$ cat src/rtl/arx_ks_pkg.sv
package arx_ks_pkg;

    localparam int unsigned WORD_W    = 32;
    localparam int unsigned KEY_WORDS = 4;
    localparam int unsigned RK_WORDS  = 6;
    localparam int unsigned ROUNDS    = 24;
    localparam int unsigned RND_W     = $clog2(ROUNDS + 1);
    localparam int unsigned KEY_W     = KEY_WORDS * WORD_W;
    localparam int unsigned RK_W      = RK_WORDS * WORD_W;

    typedef logic [WORD_W-1:0] word_t;

    // left rotation by an arbitrary amount, reduced modulo the word width
    function automatic word_t rol(input word_t x, input int unsigned s);
        int unsigned m;
        m = s % WORD_W;
        if (m == 0) begin
            return x;
        end
        return (x << m) | (x >> (WORD_W - m));
    endfunction

    // initial contents of ring slot j
    function automatic word_t seed_const(input int unsigned j);
        case (j % 4)
            0:       return 32'hc3efe9db;
            1:       return 32'h44626b02;
            2:       return 32'h79e27c8a;
            default: return 32'h78df30ec;
        endcase
    endfunction

    // fixed output rotation of state word j
    function automatic int unsigned mix_rot(input int unsigned j);
        case (j)
            0:       return 1;
            1:       return 3;
            2:       return 6;
            default: return 11;
        endcase
    endfunction

    // which state word feeds round-key word m: T0 T1 T2 T1 T3 T1
    function automatic int unsigned rk_src(input int unsigned m);
        case (m)
            0:       return 0;
            2:       return 2;
            4:       return 3;
            default: return 1;
        endcase
    endfunction

endpackage

$ cat src/rtl/arx_const_ring.sv
module arx_const_ring
    import arx_ks_pkg::*;
#(
    parameter int unsigned N = KEY_WORDS
) (
    input  logic              clk,
    input  logic              rst,
    input  logic              load_i,
    input  logic              step_i,
    output logic [N*WORD_W-1:0] rcon_o
);

    typedef struct packed {
        logic [N-1:0][WORD_W-1:0] c;
    } ring_t;

    ring_t ring_d, ring_q;

    always_comb begin
        ring_d = ring_q;
        if (load_i) begin
            for (int j = 0; j < N; j++) begin
                ring_d.c[j] = seed_const(j);
            end
        end else if (step_i) begin
            // each slot takes its upper neighbour, rotated one bit; slot 0 wraps to the top
            for (int j = 0; j < N; j++) begin
                ring_d.c[j] = rol(ring_q.c[(j + 1) % N], 1);
            end
        end
    end

    always_ff @(posedge clk) begin
        if (rst) begin
            ring_q <= '0;
        end else begin
            ring_q <= ring_d;
        end
    end

    // slot 0 already carries the round rotation; further offsets are wiring only
    for (genvar j = 0; j < N; j++) begin : g_tap
        assign rcon_o[j*WORD_W +: WORD_W] = rol(ring_q.c[0], j);
    end

endmodule

$ cat src/rtl/arx_kmix.sv
module arx_kmix
    import arx_ks_pkg::*;
#(
    parameter int unsigned N = KEY_WORDS
) (
    input  logic [N*WORD_W-1:0] state_i,
    input  logic [N*WORD_W-1:0] rcon_i,
    output logic [N*WORD_W-1:0] state_o
);

    for (genvar j = 0; j < N; j++) begin : g_word
        word_t sum;
        assign sum = state_i[j*WORD_W +: WORD_W] + rcon_i[j*WORD_W +: WORD_W];
        assign state_o[j*WORD_W +: WORD_W] = rol(sum, mix_rot(j));
    end

endmodule

$ cat src/rtl/arx_round_track.sv
module arx_round_track
    import arx_ks_pkg::*;
#(
    parameter int unsigned LAST = ROUNDS
) (
    input  logic             clk,
    input  logic             rst,
    input  logic             load_i,
    input  logic             adv_i,
    output logic             step_o,
    output logic             valid_o,
    output logic [RND_W-1:0] round_o
);

    typedef struct packed {
        logic             valid;
        logic [RND_W-1:0] cnt;
    } trk_t;

    trk_t trk_d, trk_q;

    assign step_o = trk_q.valid && adv_i && !load_i;

    always_comb begin
        trk_d = trk_q;
        if (load_i) begin
            trk_d.valid = 1'b1;
            trk_d.cnt   = '0;
        end else if (step_o) begin
            trk_d.cnt = trk_q.cnt + 1'b1;
            if (trk_q.cnt == RND_W'(LAST - 1)) begin
                trk_d.valid = 1'b0;
            end
        end
    end

    always_ff @(posedge clk) begin
        if (rst) begin
            trk_q <= '0;
        end else begin
            trk_q <= trk_d;
        end
    end

    assign valid_o = trk_q.valid;
    assign round_o = trk_q.cnt;

endmodule

$ cat src/rtl/arx_rkey_gen.sv
module arx_rkey_gen
    import arx_ks_pkg::*;
(
    input  logic             clk,
    input  logic             rst,
    input  logic             load_i,
    input  logic [KEY_W-1:0] key_i,
    input  logic             adv_i,
    output logic             rk_valid_o,
    output logic [RND_W-1:0] round_o,
    output logic [RK_W-1:0]  rk_o
);

    typedef struct packed {
        logic [KEY_W-1:0] t;
    } kstate_t;

    kstate_t           ks_d, ks_q;
    logic              step;
    logic [KEY_W-1:0]  rcon;
    logic [KEY_W-1:0]  mixed;

    arx_round_track #(.LAST(ROUNDS)) i_track (
        .clk     (clk),
        .rst     (rst),
        .load_i  (load_i),
        .adv_i   (adv_i),
        .step_o  (step),
        .valid_o (rk_valid_o),
        .round_o (round_o)
    );

    arx_const_ring #(.N(KEY_WORDS)) i_ring (
        .clk    (clk),
        .rst    (rst),
        .load_i (load_i),
        .step_i (step),
        .rcon_o (rcon)
    );

    arx_kmix #(.N(KEY_WORDS)) i_mix (
        .state_i (ks_q.t),
        .rcon_i  (rcon),
        .state_o (mixed)
    );

    always_comb begin
        ks_d = ks_q;
        if (load_i) begin
            ks_d.t = key_i;
        end else if (step) begin
            ks_d.t = mixed;
        end
    end

    always_ff @(posedge clk) begin
        if (rst) begin
            ks_q <= '0;
        end else begin
            ks_q <= ks_d;
        end
    end

    // the round key is the freshly mixed state, words spread as T0 T1 T2 T1 T3 T1
    for (genvar m = 0; m < RK_WORDS; m++) begin : g_rk
        assign rk_o[m*WORD_W +: WORD_W] = mixed[rk_src(m)*WORD_W +: WORD_W];
    end

endmodule

$ cat config.mk
export PLATFORM = sky130hd
export DESIGN_NAME = arx_rkey_gen
export DESIGN_NICKNAME = d
export VERILOG_FILES = /design/src/rtl/arx_ks_pkg.sv /design/src/rtl/arx_const_ring.sv /design/src/rtl/arx_kmix.sv /design/src/rtl/arx_round_track.sv /design/src/rtl/arx_rkey_gen.sv
export SDC_FILE = /design/constraint.sdc
export NUM_CORES = 1
export LEC_CHECK = 0
export CORE_MARGIN = 2
export CORE_UTILIZATION = 46
export CTS_BUF_LIST = sky130_fd_sc_hd__clkbuf_8
export DETAILED_ROUTE_END_ITERATION = 6
export DONT_BUFFER_PORTS = 1
export PLACE_DENSITY = 0.72
export SYNTH_ARGS = -nofsm -noshare
export SYNTH_HDL_FRONTEND = slang
export SYNTH_SLANG_ARGS = --single-unit
export TNS_END_PERCENT = 50
$ cat constraint.sdc
create_clock -name clk -period 8.1 [get_ports clk]
set_input_delay 0.405 -clock clk [delete_from_list [all_inputs] [get_ports clk]]
set_output_delay 0.405 -clock clk [all_outputs]
set_load 0.005 [all_outputs]
Word level (Yosys, flattened, before mapping)
Cells that the tools add are included.
{"block": "word_totals", "regBits": 262, "input_bits": 132, "out_inout_bits": 198, "elab_cells": 41}
{"block": "op_classes", "addsub": 5, "eq_ne": 1, "n_mux": 7, "bitwise_logic": 10, "n_reduce_logical": 7}
{"cell": "$mux W128", "n": 2}
{"cell": "$mux W127", "n": 2}
{"cell": "$or A32 B1 Y32", "n": 5}
{"cell": "$add A32 B32 Y32", "n": 4}
{"cell": "$or A32 B3 Y32", "n": 2}
{"cell": "$or A32 B11 Y32", "n": 1}
{"cell": "$or A32 B2 Y32", "n": 1}
{"cell": "$or A32 B6 Y32", "n": 1}
{"cell": "$mux W6", "n": 2}
{"cell": "$add A5 B1 Y5 const B", "n": 1}
{"cell": "$eq A5 B5 Y1 const B", "n": 1}
{"cell": "$reduce_bool A2 Y1", "n": 2}
{"cell": "$logic_and A1 B1 Y1", "n": 2}
{"cell": "$reduce_and A2 Y1", "n": 1}
{"cell": "$reduce_or A2 Y1", "n": 1}
{"cell": "$logic_not A1 Y1", "n": 1}
{"cell": "$mux W1", "n": 1}

Depth between registers and ports, before layout
{"block": "logic_depth", "depth_word": 5, "mapped_depth": 11, "ltp_nobuf": 11}

By module
Synthesis repeated with hierarchy kept, for this count alone.
{"block": "hier_totals", "cells_unflattened": 2108, "hier_area_um2": 19472.4}
{"mod": "arx_rkey_gen", "n_inst": 1, "cells_per_inst": 633, "area_each_um2": 7139.3}
{"mod": "arx_kmix", "n_inst": 1, "cells_per_inst": 895, "area_each_um2": 6411.1}
{"mod": "arx_const_ring", "n_inst": 1, "cells_per_inst": 550, "area_each_um2": 5646.7}
{"mod": "arx_round_track", "n_inst": 1, "cells_per_inst": 30, "area_each_um2": 275.3}

Worst setup path after synthesis
Ideal clock, no wire load.
{"block": "synth_path", "path_kind": "reg2out", "from": "register i_ring.ring_q, in the netlist i_ring.rcon_o[31]", "to": "output port rk_o[161]", "arrival_time_ps": 3054, "required_ps": 7695, "slack_ps": 4641, "path_stages_with_launch": 12, "path_cell_list": "dfxtp_1 ha_1 fa_1 a211oi_1 o21bai_1 o21ai_0 o32ai_1 o31ai_2 o21ai_2 a311oi_1 xnor2_1 buf_4"}
{"block": "synth_between", "elab_chain_len": 3}
{"item": "start: declaration", "line": "arx_const_ring.sv:17", "source": "ring_t ring_d, ring_q;"}
{"item": "start signal: assignment", "line": "arx_const_ring.sv:37", "source": "ring_q <= ring_d;"}
{"item": "$or A32 B1 Y32", "line": "arx_ks_pkg.sv:20", "source": "return (x << m) | (x >> (WORD_W - m));"}
{"item": "$add A32 B32 Y32", "line": "arx_kmix.sv:13", "source": "assign sum = state_i[j*WORD_W +: WORD_W] + rcon_i[j*WORD_W +: WORD_W];"}
{"item": "$or A32 B3 Y32", "line": "arx_ks_pkg.sv:20"}
{"item": "end: declaration", "line": "arx_rkey_gen.sv:11", "source": "output logic [RK_W-1:0] rk_o"}
No other way between the ends.

Worst setup path after layout
{"block": "layout_path", "from": "register i_ring.ring_q, in the netlist i_ring.rcon_o[31]", "to": "output port rk_o[97]"}
Same word-level chain as after synthesis.

==> results.md <==
- Area of the core: 36700 um^2
- Final instance area: 19100 um^2
- Detailed-route via count: 17086
- Fraction of registers with async set/reset: 0
- Commonest non-fill, non-tap cell in the layout: nand2_1
- Num CTS Buffers: 47
- Post-Route WL: 64700 um
- Clk_skew: 0.0331 ns
- Die Span Y: 197 um
- Drt drc: 0
- P_int: 2.34 mW
- Die ar.: 39000 um^2
- Yosys reg bits: 262
- Setup WS pre-CTS: 4.16 ns
- Port bufs: 0
- RSZ-0062 raised after global routing: no
- Worst-path clk slew: 0.06 ns
- Synth Cell Area: 17200 um^2
- Part of the power in registers: 0.405
- Fin cells: 2735
- Dpl hpwl: 42500 um
- Crit-path max FO: 7
- WL/cell: 23.7 um
- RD Place Congestion: 0.932
- Fmax: 214 MHz
- Area grow syn2layout: 10.9%
- Aggregate global routing overflow: 0
- Crit path launch type: flip-flop
- Max Used Layer: met4
- # rows: 70
- WL met3: 6300 um
- Status: finished, final reports clean
- Slew margin rel.: 0.234
- Unique masters post-synth: 72
- Clock power share: 0.358
- NumNets Final: 2495
- Met2 wire len: 28200 um
- EDFF count, synth: 0
- Count of pins over their slew limit: 0
- Root buffer cell: clkbuf_8
- Routed Antenna Nets: 0
- Mapped Nets: 2528
- Kind of critical path: flip-flop to output port
- Via density: 6.25
- Crit path arrival time: 4.26 ns
- Minimum clock period: 4.67 ns
- Final period util: 0.576
- Clock buffer depth: 3
- Post-CTS Setup Bufs: 0
- Syn. warnings: 0
- Switching Fraction: 0.350
- First drt pass iteration count: 6
- Sequential area share after synthesis: 0.305
- TritonCTS clock tree: done
- Clock latency on the worst-skew pair: 0.65 ns
- H-tree Lvls: 2
- Worst vdd ir: 0.116 mV
- Synth Flop Type: dfxtp_1
- Vias in the first global route: 15765
- Setup TNS: 0 ns
- Hold Crit Class: input port to flip-flop
- Antenna violations before repair: 2
- Tot Pwr: 3.60 mW
- Iteration-0 DRC Markers: 1676
- Global-route wire length before repair: 95800 um
- Clock sink count: 262
- Hold_ws: 0.0275 ns
- Inst Count DP: 2528
- Crit path cell chain: ha_1, fa_1, a211oi_1, o21bai_1, o21ai_0, o32ai_1, o31ai_2, o21ai_2, a311oi_1, xnor2_1
- Worst slew pin tran: 1.15 ns
- CP max-delay cell: o21ai_0
- Commonest non-fill, non-tap cells in the layout: nand2_1 (444), a21oi_1 (275), dfxtp_1 (262), nor2_1 (138), ha_1 (125)
- Switching power: 1.26 mW
- Synthesized area per cell: 7.59 um^2
- Fin. Hold Viols: 0
- CP endpoint kind: output port
- Placed cell areas: 16800 um^2
- Power Density: 189 nW/um^2
- Critical path's largest stage delay: 0.53 ns
- Final setup vio count: 0
- Layout cell share with drive strength beyond 1: 0.0534
- Max cap viols: 0
- IO Pins: 330
- Initial core utilization: 0.469
- Fin worst setup slack: 3.43 ns
- Comb pwr share: 0.237
- Leak pwr: 8.19 nW
- Finished Core Util: 0.520
- CP required: 7.70 ns
- Routed met1 length: 26400 um
- Cells after Synth: 2267
- Die width: 197 um
- Global-route usage over all layers: 0.322
- Largest net degree at the start of global routing: 238
[area by class of cell]
class | instances | area [um^2]
clock buffers | 58 | 798
inverters | 66 | 250
flip-flops and latches | 262 | 5250
well taps | 468 | 586
fillers | 3495 | 17600
repair buffers | 133 | 1370
multi-input cells | 1724 | 10700
diodes | 3 | 7.51
clock inverters | 21 | 149
[sequential cells by signal (all words and copies together), names as in the netlist]
| register | cells |
|---|---|
| i_track.valid_o | 1 |
| i_ring.rcon_o | 32 |
| i_track.round_o | 5 |
| i_ring.ring_q | 96 |
| ks_q | 128 |
[cell families (layout without fill, tap and decap cells)]
family | Yosys count | in the layout | synth area share
mux | 8 | 8 | 0.00473
flops | 262 | 262 | 0.305
other cells | 0 | 3 | 0
compound gates | 737 | 737 | 0.280
simple gates | 732 | 732 | 0.179
buf+inv | 281 | 278 | 0.0758
xor+xnor | 118 | 118 | 0.0601
fa+ha+maj | 129 | 129 | 0.0956
[critical path, delay by kind of cell, from the launching register on]
family                   cells  cell delay [ns]
XOR/XNOR                     1             0.36
adder cells (fa/ha/maj)      2             0.71
flip-flops                   1             0.44
AO/OA/AOI/OAI                7             2.08
[synthesized netlist by cell type (all sizes together), types with 49 or more instances]
master / number / share of area
a21o: 80 / 0.035
a21oi: 276 / 0.081
a31oi: 85 / 0.031
buf: 88 / 0.034
clkbuf: 127 / 0.028
dfxtp: 262 / 0.30
ha: 125 / 0.091
inv: 66 / 0.014
nand2: 445 / 0.097
nor2: 141 / 0.031
o21ai: 77 / 0.023
xnor2: 69 / 0.035
xor2: 49 / 0.025
[power groups by stage]
stage,Clock [mW],Combinational [mW],Sequential [mW]
3_5_place_dp,0,0.748,1.48
5_1_grt,1.36,0.929,1.46
2_1_floorplan,0,0.649,1.43
4_1_cts,1.31,0.838,1.45
3_3_place_gp,0,0.738,1.48
6_report,1.29,0.855,1.46
[routing by layer]
layer  vias up  global-route usage
met2       858               0.496
li1       7959                   -
met3       183              0.0763
met1      8086               0.418
met5         -                   0
met4         0               0.169
[repair_timing]
| item | CTS | global route |
|---|---|---|
| resized for setup | 0 | 0 |
| hold buffers | 125 | 0 |
| endpoints found under the hold margin | 196 | 0 |
[path summary, 6_finish.rpt]
check | slack, ns | cells past startpoint | to | startpoint
worst min-delay path | 0.03 | 3 | ks_q[124] | key_i[124]
worst max register to register | 3.56 | 12 | ks_q[55] | i_ring.rcon_o[31]
worst max-delay path | 3.43 | 10 | rk_o[97] | i_ring.rcon_o[31]
worst min register to register | 0.44 | 2 | i_ring.ring_q[90] | i_ring.ring_q[121]
No activity file was read; power rests on OpenSTA's default activity.
